## src/rtl/evt_irq_pkg.sv

```systemverilog
`timescale 1ns/1ps
// Package: shared decode type for the event aggregator.
// Assumes byte addresses with 16-byte register regions.
package evt_irq_pkg;
    typedef enum logic [1:0] {
        REG_STATUS = 2'd0,
        REG_MASK   = 2'd1,
        REG_INDEX  = 2'd2,
        REG_NONE   = 2'd3
    } reg_kind_e;
endpackage

```

## src/rtl/evt_status_bank.sv

```systemverilog
`timescale 1ns/1ps
// Module: evt_status_bank
// Holds the sticky pending bits. A bit is set by its event pulse and cleared
// by a write of 1 from software; when both happen in one cycle the set wins.
// Assumes one-hot per-word clear enables supplied by the decoder.
module evt_status_bank #(
    parameter int WORD_W    = 32,
    parameter int NUM_WORDS = 3
) (
    input  logic                          clk,
    input  logic                          rst_n,
    input  logic [WORD_W*NUM_WORDS-1:0]   evt_in,
    input  logic [NUM_WORDS-1:0]          clr_we,
    input  logic [WORD_W-1:0]             clr_bits,
    output logic [WORD_W*NUM_WORDS-1:0]   status_q
);
    genvar k;
    generate
        for (k = 0; k < NUM_WORDS; k++) begin : g_word
            logic [WORD_W-1:0] clr_mask;
            // Select the bits this word clears this cycle.
            always_comb clr_mask = clr_we[k] ? clr_bits : '0;
            // Update the word: clear first, then let new events set.
            always_ff @(posedge clk) begin
                if (!rst_n)
                    status_q[k*WORD_W +: WORD_W] <= '0;
                else
                    status_q[k*WORD_W +: WORD_W] <=
                        (status_q[k*WORD_W +: WORD_W] & ~clr_mask) |
                        evt_in[k*WORD_W +: WORD_W];
            end
        end
    endgenerate
endmodule

```

## src/rtl/evt_mask_group.sv

```systemverilog
`timescale 1ns/1ps
// Module: evt_mask_group
// One line's enable words, plain read/write, cleared by reset.
// Assumes one-hot per-word write enables from the decoder.
module evt_mask_group #(
    parameter int WORD_W    = 32,
    parameter int NUM_WORDS = 3
) (
    input  logic                          clk,
    input  logic                          rst_n,
    input  logic [NUM_WORDS-1:0]          wr_we,
    input  logic [WORD_W-1:0]             wr_data,
    output logic [WORD_W*NUM_WORDS-1:0]   mask_q
);
    genvar k;
    generate
        for (k = 0; k < NUM_WORDS; k++) begin : g_word
            // Store the written word when selected.
            always_ff @(posedge clk) begin
                if (!rst_n)
                    mask_q[k*WORD_W +: WORD_W] <= '0;
                else if (wr_we[k])
                    mask_q[k*WORD_W +: WORD_W] <= wr_data;
            end
        end
    endgenerate
endmodule

```

## src/rtl/evt_lowest_find.sv

```systemverilog
`timescale 1ns/1ps
// Module: evt_lowest_find
// Combinational search for the lowest set bit of a vector.
// Assumes IDX_W can hold N-1. Output index is 0 when nothing is set.
module evt_lowest_find #(
    parameter int N     = 96,
    parameter int IDX_W = 7
) (
    input  logic [N-1:0]     vec,
    output logic             found,
    output logic [IDX_W-1:0] idx
);
    // Walk from the top down so the lowest set bit is the last to write idx.
    always_comb begin
        idx   = '0;
        found = |vec;
        for (int i = N - 1; i >= 0; i--) begin
            if (vec[i]) idx = IDX_W'(i);
        end
    end
endmodule

```

## src/rtl/evt_irq_hub.sv

```systemverilog
`timescale 1ns/1ps
// Module: evt_irq_hub (top)
// Aggregates event pulses into sticky status words, applies one mask group
// per interrupt line, registers each line and exposes a lowest-pending index
// per line. Register port: writes on the clock edge, reads combinational.
// Assumes word-aligned accesses; misaligned ones are ignored.
module evt_irq_hub
    import evt_irq_pkg::*;
#(
    parameter int WORD_W    = 32,
    parameter int NUM_WORDS = 3,
    parameter int NUM_LINES = 3,
    parameter int ADDR_W    = 8
) (
    input  logic                          clk,
    input  logic                          rst_n,
    input  logic [WORD_W*NUM_WORDS-1:0]   evt_in,
    input  logic                          bus_we,
    input  logic [ADDR_W-1:0]             bus_addr,
    input  logic [WORD_W-1:0]             bus_wdata,
    output logic [WORD_W-1:0]             bus_rdata,
    output logic [NUM_LINES-1:0]          irq_out
);
    localparam int NUM_EVT  = WORD_W * NUM_WORDS;
    localparam int IDX_W    = $clog2(NUM_EVT);
    localparam int REGION   = NUM_LINES + 1;
    localparam int PAD_W    = WORD_W - 1 - IDX_W;

    logic [NUM_EVT-1:0]            status_q;
    logic [NUM_EVT-1:0]            mask_q   [NUM_LINES];
    logic [NUM_LINES-1:0]          pend_any;
    logic [NUM_LINES-1:0]          idx_valid;
    logic [IDX_W-1:0]              idx_val  [NUM_LINES];
    logic [NUM_WORDS-1:0]          stat_we;
    logic [NUM_WORDS-1:0]          mask_we  [NUM_LINES];

    reg_kind_e                     kind;
    int                            region;
    int                            wsel;
    logic                          aligned;

    // Split the address into region, word and alignment.
    always_comb begin
        aligned = (bus_addr[1:0] == 2'b00);
        region  = int'(bus_addr[ADDR_W-1:4]);
        wsel    = int'(bus_addr[3:2]);
        if (!aligned)
            kind = REG_NONE;
        else if (region == 0)
            kind = REG_STATUS;
        else if (region <= NUM_LINES)
            kind = REG_MASK;
        else if (region == REGION)
            kind = REG_INDEX;
        else
            kind = REG_NONE;
    end

    // Per-word write-one-to-clear strobes for the status bank.
    always_comb begin
        for (int k = 0; k < NUM_WORDS; k++)
            stat_we[k] = bus_we && (kind == REG_STATUS) && (wsel == k);
    end

    evt_status_bank #(
        .WORD_W    (WORD_W),
        .NUM_WORDS (NUM_WORDS)
    ) u_status (
        .clk      (clk),
        .rst_n    (rst_n),
        .evt_in   (evt_in),
        .clr_we   (stat_we),
        .clr_bits (bus_wdata),
        .status_q (status_q)
    );

    genvar g;
    generate
        for (g = 0; g < NUM_LINES; g++) begin : g_line
            // Word strobes for this line's mask group.
            always_comb begin
                for (int k = 0; k < NUM_WORDS; k++)
                    mask_we[g][k] = bus_we && (kind == REG_MASK) &&
                                    (region == g + 1) && (wsel == k);
            end

            evt_mask_group #(
                .WORD_W    (WORD_W),
                .NUM_WORDS (NUM_WORDS)
            ) u_mask (
                .clk     (clk),
                .rst_n   (rst_n),
                .wr_we   (mask_we[g]),
                .wr_data (bus_wdata),
                .mask_q  (mask_q[g])
            );

            logic [NUM_EVT-1:0] masked;
            // Pending events this line cares about.
            always_comb begin
                masked      = status_q & mask_q[g];
                pend_any[g] = |masked;
            end

            evt_lowest_find #(
                .N     (NUM_EVT),
                .IDX_W (IDX_W)
            ) u_find (
                .vec   (masked),
                .found (idx_valid[g]),
                .idx   (idx_val[g])
            );

            // Register the line so it follows state one edge later.
            always_ff @(posedge clk) begin
                if (!rst_n) irq_out[g] <= 1'b0;
                else        irq_out[g] <= pend_any[g];
            end
        end
    endgenerate

    // Read mux over status, mask and index registers.
    always_comb begin
        bus_rdata = '0;
        case (kind)
            REG_STATUS: if (wsel < NUM_WORDS)
                bus_rdata = status_q[wsel*WORD_W +: WORD_W];
            REG_MASK: begin
                for (int l = 0; l < NUM_LINES; l++)
                    if (region == l + 1 && wsel < NUM_WORDS)
                        bus_rdata = mask_q[l][wsel*WORD_W +: WORD_W];
            end
            REG_INDEX: begin
                for (int l = 0; l < NUM_LINES; l++)
                    if (wsel == l)
                        bus_rdata = {idx_valid[l], {PAD_W{1'b0}}, idx_val[l]};
            end
            default: bus_rdata = '0;
        endcase
    end
endmodule

```

## config.mk

```make
export PLATFORM = sky130hd
export DESIGN_NAME = evt_irq_hub
export DESIGN_NICKNAME = d
export VERILOG_FILES = /design/src/rtl/evt_irq_pkg.sv /design/src/rtl/evt_status_bank.sv /design/src/rtl/evt_mask_group.sv /design/src/rtl/evt_lowest_find.sv /design/src/rtl/evt_irq_hub.sv
export SDC_FILE = /design/constraint.sdc
export NUM_CORES = 1
export LEC_CHECK = 0
export BUFFER_PORTS_ARGS = -buffer_cell sky130_fd_sc_hd__buf_2
export CORE_MARGIN = 8
export CORE_UTILIZATION = 55
export DETAILED_ROUTE_END_ITERATION = 6
export HOLD_SLACK_MARGIN = 0.12
export PLACE_DENSITY = 0.76
export SLEW_MARGIN = 0
export SYNTH_ARGS = -nofsm -noshare
export SYNTH_HDL_FRONTEND = slang
export SYNTH_SLANG_ARGS = --single-unit
```

## constraint.sdc

```tcl
create_clock -name clk -period 1.8 [get_ports clk]
set_input_delay 0.09 -clock clk [delete_from_list [all_inputs] [get_ports clk]]
set_output_delay 0.09 -clock clk [all_outputs]
set_load 0.05 [all_outputs]
```

==> results of run 1 <==
per-stage QoR:
stage / setup WS [ns] / TNS (ns)
after CTS: -1.46 / -17.15
after detailed placement: -1.17 / -47.62
after floorplan: -0.547 / -2.34
after global placement: -1.18 / -29.64
cells in the mapped netlist, types with 4 or more instances:
cell / number / area [um2]
nand2_1: 962 / 3610
dfxtp_1: 387 / 7750
a21oi_1: 276 / 1380
a21boi_0: 263 / 1970
clkbuf_1: 192 / 721
nor2_1: 135 / 507
mux2i_1: 128 / 1280
nor2b_1: 103 / 644
a22oi_1: 97 / 728
buf_2: 69 / 345
o21ai_0: 68 / 340
o22ai_1: 58 / 363
nand3_1: 45 / 225
a21boi_1: 32 / 240
nand4_1: 30 / 188
a22o_1: 26 / 228
a32o_1: 26 / 260
a32oi_1: 25 / 219
a22oi_2: 19 / 238
a211oi_1: 17 / 128
buf_4: 14 / 105
nor3_1: 13 / 65.1
a31oi_1: 12 / 75.1
and2_1: 11 / 68.8
inv_1: 11 / 41.3
a222oi_1: 10 / 100
and3_1: 10 / 62.6
a221oi_1: 9 / 78.8
nand2b_1: 9 / 56.3
a22oi_4: 8 / 170
nor4_1: 8 / 50.1
o211ai_1: 8 / 60.1
buf_6: 7 / 78.8
o2111ai_1: 7 / 61.3
o21ai_1: 7 / 35.0
a211o_1: 6 / 52.6
a21o_1: 6 / 45.0
buf_1: 6 / 22.5
nor3_2: 6 / 60.1
o21bai_1: 6 / 45.0
nand4b_1: 5 / 43.8
or3_1: 5 / 31.3
and4_1: 4 / 35.0
o31ai_1: 4 / 30.0
routing by layer:
layer / GRT overflow / track usage, %
met5: 0 / 31.3
met4: 4 / 72.8
met3: 0 / 67.0
met2: 4 / 88.5
met1: 0 / 73.4
logic make-up after synthesis:
kind of cell / synth area share, %
AND/OR/NAND/NOR: 25.6
AO/OA/AOI/OAI: 30.3
multiplexers: 5.46
flip-flops: 33.0
buffers and inverters: 5.60
what timing repair did:
action	CTS
buffers inserted	33
hold buffers	140
cloned	1
pin swaps	91
resized for setup	291
hold endpoints to repair	384
setup endpoints to repair	35
==> results.py, run 1 <==
metrics = {
    "run_status": {
        "outcome": "did not finish",
        "stop_stage": "global routing (5_1_grt)",
        "error": "[ERROR GRT-0232] Routing congestion too high. Check the congestion heatmap in the GUI.",
    },
    "die": {
        "dieHeight_um": 223,
        "io_pins": 174,
        "fp-row-count": 75,
        "chipWidth_um": 223,
        "start_util_pct": 55.8,
    },
    "synth": {
        "synthArstFlopShare_pct": 0,
        "synth-edff-count": 0,
        "syn_nets": 3349,
        "synth-main-ff-cell": "dfxtp_1",
        "synth_seq_cells": 387,
        "yosysWarnings": 0,
        "synth-seq-area-share_pct": 33.0,
        "synth.avg_cell_area_um2": 7.31,
        "syn_inst": 3210,
        "syn_area_um2": 23500,
        "synth.distinct_cells": 89,
    },
    "placed_design": {
        "portBuffers": 173,
        "hpwlAfterDp_mm": 94.8,
        "place_area_um2": 31600,
        "finalWeightedCongestion": 1.15,
        "dp.cells": 4535,
    },
    "clocking": {
        "cts_root_buf": "clkbuf_16",
        "clock_sinks": 387,
        "clockBufferDepth": 3,
        "cts_buffers": 44,
        "ctsHtreeMaxLevel": 2,
    },
    "grt": {
        "antenna_found_initial": 29,
        "grt_usage_pct": 75.0,
        "globalRouteOverflowTotal": 8,
        "grt_max_degree": 72,
    },
    "sta": {
        "worst_path_end_type": "primary output",
        "worst_endpoint": "bus_rdata[0]",
    },
}
==> run 2, diff against run 1 <==
--- a/config.mk
+++ b/config.mk
@@ -7,10 +7,9 @@
 export LEC_CHECK = 0
 export BUFFER_PORTS_ARGS = -buffer_cell sky130_fd_sc_hd__buf_2
 export CORE_MARGIN = 8
-export CORE_UTILIZATION = 55
+export CORE_UTILIZATION = 40
 export DETAILED_ROUTE_END_ITERATION = 6
-export HOLD_SLACK_MARGIN = 0.12
-export PLACE_DENSITY = 0.76
+export PLACE_DENSITY_LB_ADDON = 0.15
 export SLEW_MARGIN = 0
 export SYNTH_ARGS = -nofsm -noshare
 export SYNTH_HDL_FRONTEND = slang
==> constraint.sdc (replaced) <==
create_clock -name clk -period 2.3 [get_ports clk]
set_input_delay 0.115 -clock clk [delete_from_list [all_inputs] [get_ports clk]]
set_output_delay 0.115 -clock clk [all_outputs]
set_load 0.05 [all_outputs]
==> run 2 against run 1 <==
Net effect: the flow now finishes, with violations (negative setup slack); synthesized area did not move; synthesized cell count stayed put.
==> results.py, run 2 <==
metrics = {
    "synth": {
        "synth-edff-count": 0,
        "syn_nets": 3349,
        "synth.avg_cell_area_um2": 7.31,
        "synth_seq_cells": 387,
        "synth-seq-area-share_pct": 33.0,
        "yosysWarnings": 0,
        "syn_inst": 3210,
        "synth_common_cells": "nand2_1, dfxtp_1, a21oi_1, a21boi_0, clkbuf_1",
        "synth_top_cell_by_area": "dfxtp_1",
        "synth_top_area_share_pct": 33.0,
        "synth-main-ff-cell": "dfxtp_1",
        "yosysMostFrequentCell": "nand2_1",
        "syn_area_um2": 23500,
        "synth.distinct_cells": 89,
        "netlist_top_cells_area": "dfxtp_1, nand2_1, a21boi_0, a21oi_1, mux2i_1",
        "synthArstFlopShare_pct": 0,
    },
    "drt": {
        "drcViolationCount": 0,
        "avgViaCountPerCell": 5.88,
        "firstDrtPassIters": 6,
        "wirelength_mm": 136,
        "drtIter0Drc": 3819,
        "vias": 29800,
        "drtAntennaViolNets": 0,
        "wl_per_cell_um": 26.7,
    },
    "worst_setup_path": {
        "cp_data_required_time_ns": 2.18,
        "cp-end-kind": "primary output",
        "critical_path_class": "register to primary output",
        "crit_arrival_ns": 3.30,
        "cp-start-kind": "register",
        "crit_slowest_cell": "o211ai_1",
        "crit_path_frequent_cell": "a211oi_2",
        "reg2regPathDepth": 9,
        "crit_chain": "buf_6, a22o_4, a211o_1, a211oi_2, buf_4, nor4b_2, o21ai_1, a31o_1, a211oi_2, o211ai_1, clkbuf_16",
        "max_stage_delay_ns": 0.55,
        "crit_fanout": 6,
    },
    "power": {
        "internal_power_w": 0.0124,
        "comb_power_share_pct": 11.7,
        "switching_power_w": 0.00444,
        "switching_share_pct": 26.4,
        "power_w": 0.0168,
        "leakagePower_nw": 15.2,
        "p_seq_share_pct": 41.9,
        "power_density_nw_per_um2": 465,
        "vdd_drop_max_uv": 519,
        "pwr-share-clk_pct": 46.4,
    },
    "sta": {
        "fmax_ghz": 0.293,
        "maxSlewViolCount": 0,
        "finalHoldViolCount": 0,
        "min_period_ns": 3.41,
        "final.setup.tns_ns": -7.09,
        "max-slew-margin-rel_pct": 53.1,
        "finalSetupViolations": 8,
        "hold_slack_ns": 0.0903,
        "rsz0062_at_grt": "yes",
        "finClkSkew_ns": 0.0148,
        "tightest_slew_ns": 0.704,
        "post-route-period-util_pct": 148,
        "worst_slack_ns": -1.11,
    },
    "placed_design": {
        "hpwlAfterDp_mm": 102,
        "place_ws_ns": -1.36,
        "finalWeightedCongestion": 1.05,
        "portBuffers": 173,
    },
    "layout": {
        "layout_common_cells": "nand2_1, buf_4, dfxtp_1",
        "largest_reg_flops": 288,
        "drive_gt1_share_pct": 33.1,
        "area_delta_synth_final_pct": 54.0,
        "utilization_pct": 62.5,
        "final_common_cell": "nand2_1",
        "final_nets": 4407,
        "reg_top3": "g_line.u_mask.mask_q: 288 flops, u_status.status_q: 96 flops, irq_out: 3 flops",
        "regMostFlops": "g_line.u_mask.mask_q",
    },
    "die": {
        "core_um2": 57800,
        "fp-row-count": 88,
        "io_pins": 174,
        "dieHeight_um": 258,
        "dieArea_um2": 66600,
        "chipWidth_um": 258,
        "start_util_pct": 40.6,
    },
    "clocking": {
        "cts_tree": "yes",
        "clockBufferDepth": 3,
        "cts_root_buf": "clkbuf_16",
        "cts_buffers": 49,
        "insertion_delay_ns": 0.61,
        "clock_sinks": 387,
        "ctsHtreeMaxLevel": 2,
        "clkTransAtPathRegs_ns": 0.06,
    },
    "worst_hold_path": {
        "whs_path_depth": 2,
        "hold_path.class": "input pin to register",
    },
    "grt": {
        "grt_max_degree": 91,
        "antenna_found_initial": 2,
        "globalRouteOverflowTotal": 0,
        "first_global_vias": 29500,
        "grt_pass1_wl_mm": 196,
        "grt_usage_pct": 38.9,
    },
    "run_status": {
        "violations": "negative setup slack",
        "outcome": "finished, violations left",
    },
    "flow_run": {
        "maxCapViolations": 0,
    },
}
## run 2: cell counts after synthesis
No cell type changed its count.
## run 2: critical path, delay by kind of cell (launching register included)
kind,cells,cell delay (ns)
DFF,1,0.36
buffers and inverters,3,0.56
and+or+nand+nor,1,0.04
AOI/OAI and AO/OA,7,1.72
## run 2: logic make-up (layout without fill, tap and decap cells)
kind of cell | Yosys count | in the layout | synth area share, %
and+or+nand+nor | 1380 | 1380 | 25.6
AOI/OAI and AO/OA | 1016 | 1016 | 30.3
DFF | 387 | 387 | 33.0
buffers and inverters | 299 | 1394 | 5.60
muxes | 128 | 128 | 5.46
other | 0 | 4 | 0
## run 2: power groups by stage
stage                     clock network (W)  logic (W)  registers (W)
final                               0.00781    0.00196        0.00704
after global routing                0.00806    0.00205        0.00705
after CTS                           0.00781    0.00186        0.00703
after detailed placement                  0    0.00154        0.00716
after global placement                    0    0.00152        0.00715
after floorplan                           0   0.000883        0.00701
## run 2: per-stage QoR
stage	instances	instance area (um2)
5_1_grt	5070	36100
3_5_place_dp	4749	31200
2_1_floorplan	3210	23500
6_report	5074	36100
4_1_cts	5056	35600
3_3_place_gp	4749	31200
## run 2: per-layer routing
layer  up-vias  routed length [um]  GRT usage (%)
li1      13400                   -              -
met1     14300               52900           48.8
met2      1773               60900           63.0
met3       411               14000           8.61
met4         0                7820           18.5
met5         -                   0              0
## run 2: final timing paths
kind | slack [ns] | to | start
setup / recovery | -1.11 | bus_rdata[2] | u_status.status_q[91]
setup reg to reg | 0.07 | irq_out[1] | u_status.status_q[87]
hold / removal | 0.09 | g_line[0].u_mask.mask_q[10] | rst_n
hold reg to reg | 0.48 | g_line[1].u_mask.mask_q[5] | g_line[1].u_mask.mask_q[5]
## run 2: final cells by class
class                      instances  area (um2)
fill                            5218       21700
clock inverter                    10        87.6
inverter                          11        41.3
tap                              765         957
multi-input combinational       2524       15300
timing repair buffer            1295       10400
antenna                            4        10.0
sequential                       387        7840
clock buffer                      78        1510
## run 2: timing repair
item | 4_1_cts | 5_1_grt
buffers inserted | 23 | 19
hold endpoints to repair | 384 | 0
pin swaps | 63 | 61
endpoints found under the setup margin | 11 | 24
hold buffers | 199 | 0
gates resized for setup | 155 | 124
Note: power is estimated with default switching activity, not from simulation.
==> run 3, diff against run 2 <==
--- a/config.mk
+++ b/config.mk
@@ -5,6 +5,7 @@
 export SDC_FILE = /design/constraint.sdc
 export NUM_CORES = 1
 export LEC_CHECK = 0
+export ABC_AREA = 1
 export BUFFER_PORTS_ARGS = -buffer_cell sky130_fd_sc_hd__buf_2
 export CORE_MARGIN = 8
 export CORE_UTILIZATION = 40
==> run 3 against run 2 <==
Net effect: the run still ends with negative setup slack left; clock-buffer cell count decreased by 17; clock skew increased by 0.0016 ns; combinational power decreased by 18%; sequential power about the same; fmax decreased by 53%; largest cell class unchanged; worst setup slack got worse by 3.9 ns; clock power decreased by 3.5%; hold slack got worse by 0.061 ns; flip-flop and latch count unchanged; non-clock buffer count decreased by 339; synthesized area decreased by 10%; critical path depth increased by 89.
==> results.py, run 3 <==
metrics = {
    "sta": {
        "rsz0062_at_grt": "yes",
        "finClkSkew_ns": 0.0164,
        "maxSlewViolCount": 0,
        "fmax_ghz": 0.137,
        "finalHoldViolCount": 0,
        "max-slew-margin-rel_pct": 60.3,
        "post-route-period-util_pct": 317,
        "finalSetupViolations": 8,
        "worst_slack_ns": -4.99,
        "final.setup.tns_ns": -15.70,
        "min_period_ns": 7.29,
        "hold_slack_ns": 0.0290,
        "tightest_slew_ns": 0.596,
    },
    "drt": {
        "firstDrtPassIters": 7,
        "wl_met3_mm": 12.0,
        "top_layer": "met4",
        "vias": 27600,
        "wl_per_cell_um": 22.1,
        "wirelength_mm": 108,
        "drtIter0Drc": 3335,
        "routed-wl-met2_mm": 48.1,
        "avgViaCountPerCell": 5.62,
        "drcViolationCount": 0,
        "drtAntennaViolNets": 0,
        "met1Wirelength_mm": 43.0,
    },
    "power": {
        "p_seq_share_pct": 43.5,
        "comb_power_share_pct": 9.9,
        "internal_power_w": 0.0119,
        "leakagePower_nw": 14.6,
        "switching_share_pct": 26.2,
        "vdd_drop_max_uv": 521,
        "switching_power_w": 0.00424,
        "pwr-share-clk_pct": 46.6,
        "power_density_nw_per_um2": 517,
    },
    "placed_design": {
        "place_ws_ns": -4.51,
        "finalWeightedCongestion": 1.02,
        "place_area_um2": 27600,
        "dp.cells": 4685,
        "hpwlAfterDp_mm": 77.4,
        "portBuffers": 173,
    },
    "die": {
        "dieHeight_um": 245,
        "core_um2": 52200,
        "io_pins": 174,
        "fp-row-count": 84,
        "chipWidth_um": 245,
        "dieArea_um2": 60100,
        "start_util_pct": 40.2,
    },
    "layout": {
        "layout_common_cells": "nand2_1, buf_4, a21oi_1",
        "largest_reg_flops": 288,
        "area_delta_synth_final_pct": 48.9,
        "final_common_cell": "nand2_1",
        "instances_no_fill": 4913,
        "reg_top3": "g_line.u_mask.mask_q: 288 flops, u_status.status_q: 96 flops, irq_out: 3 flops",
        "nFillCells": 4929,
        "drive_gt1_share_pct": 26.3,
        "regMostFlops": "g_line.u_mask.mask_q",
        "finalInstanceArea_um2": 31300,
        "final_nets": 4330,
    },
    "clocking": {
        "ctsHtreeMaxLevel": 2,
        "cts_tree": "yes",
        "cts_root_buf": "clkbuf_16",
        "cts_buffers": 46,
        "clkTransAtPathRegs_ns": 0.06,
        "clockBufferDepth": 3,
        "clock_sinks": 387,
        "insertion_delay_ns": 0.59,
    },
    "synth": {
        "synth.avg_cell_area_um2": 6.17,
        "synth_top_area_share_pct": 36.9,
        "synth-seq-area-share_pct": 36.9,
        "synth_seq_cells": 387,
        "syn_nets": 3545,
        "syn_inst": 3406,
        "synth-main-ff-cell": "dfxtp_1",
        "synth_top_cell_by_area": "dfxtp_1",
        "synth-edff-count": 0,
        "syn_area_um2": 21000,
        "synth_common_cells": "nand2_1, a21oi_1, dfxtp_1, o21ai_0, nor2_1",
        "synthArstFlopShare_pct": 0,
        "yosysWarnings": 0,
        "synth.distinct_cells": 35,
        "netlist_top_cells_area": "dfxtp_1, nand2_1, a21oi_1, o21ai_0, nand3_1",
        "yosysMostFrequentCell": "nand2_1",
    },
    "worst_hold_path": {
        "hold_path.class": "input pin to register",
    },
    "run_status": {
        "outcome": "finished, violations left",
        "violations": "negative setup slack",
    },
    "grt": {
        "globalRouteOverflowTotal": 0,
        "first_global_vias": 26600,
        "antenna_found_initial": 2,
        "grt_max_degree": 72,
        "grt_pass1_wl_mm": 161,
        "grt_usage_pct": 34.7,
    },
    "worst_setup_path": {
        "crit_fanout": 5,
        "crit_slowest_cell": "dfxtp_2",
        "crit_path_frequent_cell": "nand2_1",
        "critical_path_class": "register to primary output",
        "cp-start-kind": "register",
        "cp_data_required_time_ns": 2.18,
        "crit_arrival_ns": 7.18,
        "max_stage_delay_ns": 0.38,
        "cp-end-kind": "primary output",
    },
    "flow_run": {
        "maxCapViolations": 0,
    },
}
[run 3: final timing paths]
path	start	endpoint	slack (ns)	cells past startpoint
max	u_status.status_q[94]	bus_rdata[0]	-4.99	100
min	rst_n	u_status.status_q[30]	0.03	3
max reg2reg	u_status.status_q[63]	irq_out[0]	0.01	18
min reg2reg	g_line[0].u_mask.mask_q[85]	g_line[0].u_mask.mask_q[85]	0.47	2
[run 3: per-layer routing]
metal | vias up | global-route usage, %
li1 | 12800 | -
met1 | 12800 | 44.4
met2 | 1629 | 55.0
met3 | 317 | 8.25
met4 | 0 | 15.7
met5 | - | 0
[run 3: area by class of cell]
class / instances / area (um2) / share of cell area [%]
flip-flops and latches: 387 / 7780 / 24.9
repair buffers: 956 / 7940 / 25.4
clock inverters: 19 / 225 / 0.720
clock buffers: 61 / 1310 / 4.18
multi-input cells: 2543 / 12200 / 39.0
inverters: 257 / 976 / 3.12
well taps: 688 / 861 / 2.75
diodes: 2 / 5.00 / 0.0160
[run 3: cells by family (layout without fill, tap and decap cells)]
| family | after synthesis | count (layout) | synth area share [%] |
|---|---|---|---|
| AOI/OAI and AO/OA | 922 | 922 | 24.1 |
| buffers and inverters | 476 | 1293 | 8.54 |
| DFF | 387 | 387 | 36.9 |
| and+or+nand+nor | 1621 | 1621 | 30.5 |
| other | 0 | 2 | 0 |
[run 3: repair_timing]
action                                  4_1_cts  5_1_grt
hold endpoints to repair                    384        0
gates resized for setup                     123      112
hold buffers                                135        0
cloned                                        0        0
endpoints found under the setup margin       17       20
pin swaps                                    19       31
setup buffers                                 3       11
[run 3: worst max-delay path: cells and delay by family, from the launching register on]
kind,cells,cell delay (ns)
compound gates,1,0.06
simple gates,98,6.00
flops,1,0.38
buf+inv,1,0.18
[run 3: power by group through the flow]
| stage | clock network [W] | logic, W | registers (W) |
|---|---|---|---|
| 6_report | 0.00754 | 0.00160 | 0.00703 |
| 5_1_grt | 0.00790 | 0.00170 | 0.00704 |
| 4_1_cts | 0.00762 | 0.00154 | 0.00701 |
| 3_5_place_dp | 0 | 0.00135 | 0.00715 |
| 3_3_place_gp | 0 | 0.00133 | 0.00715 |
| 2_1_floorplan | 0 | 0.000675 | 0.00708 |
[run 3: stage by stage]
stage | utilization (%) | power [W]
2_1_floorplan | - | 0.00776
3_5_place_dp | 52.8 | 0.00850
4_1_cts | 59.1 | 0.0162
6_report | 59.9 | 0.0162
5_1_grt | 59.9 | 0.0166
3_3_place_gp | 52.8 | 0.00848
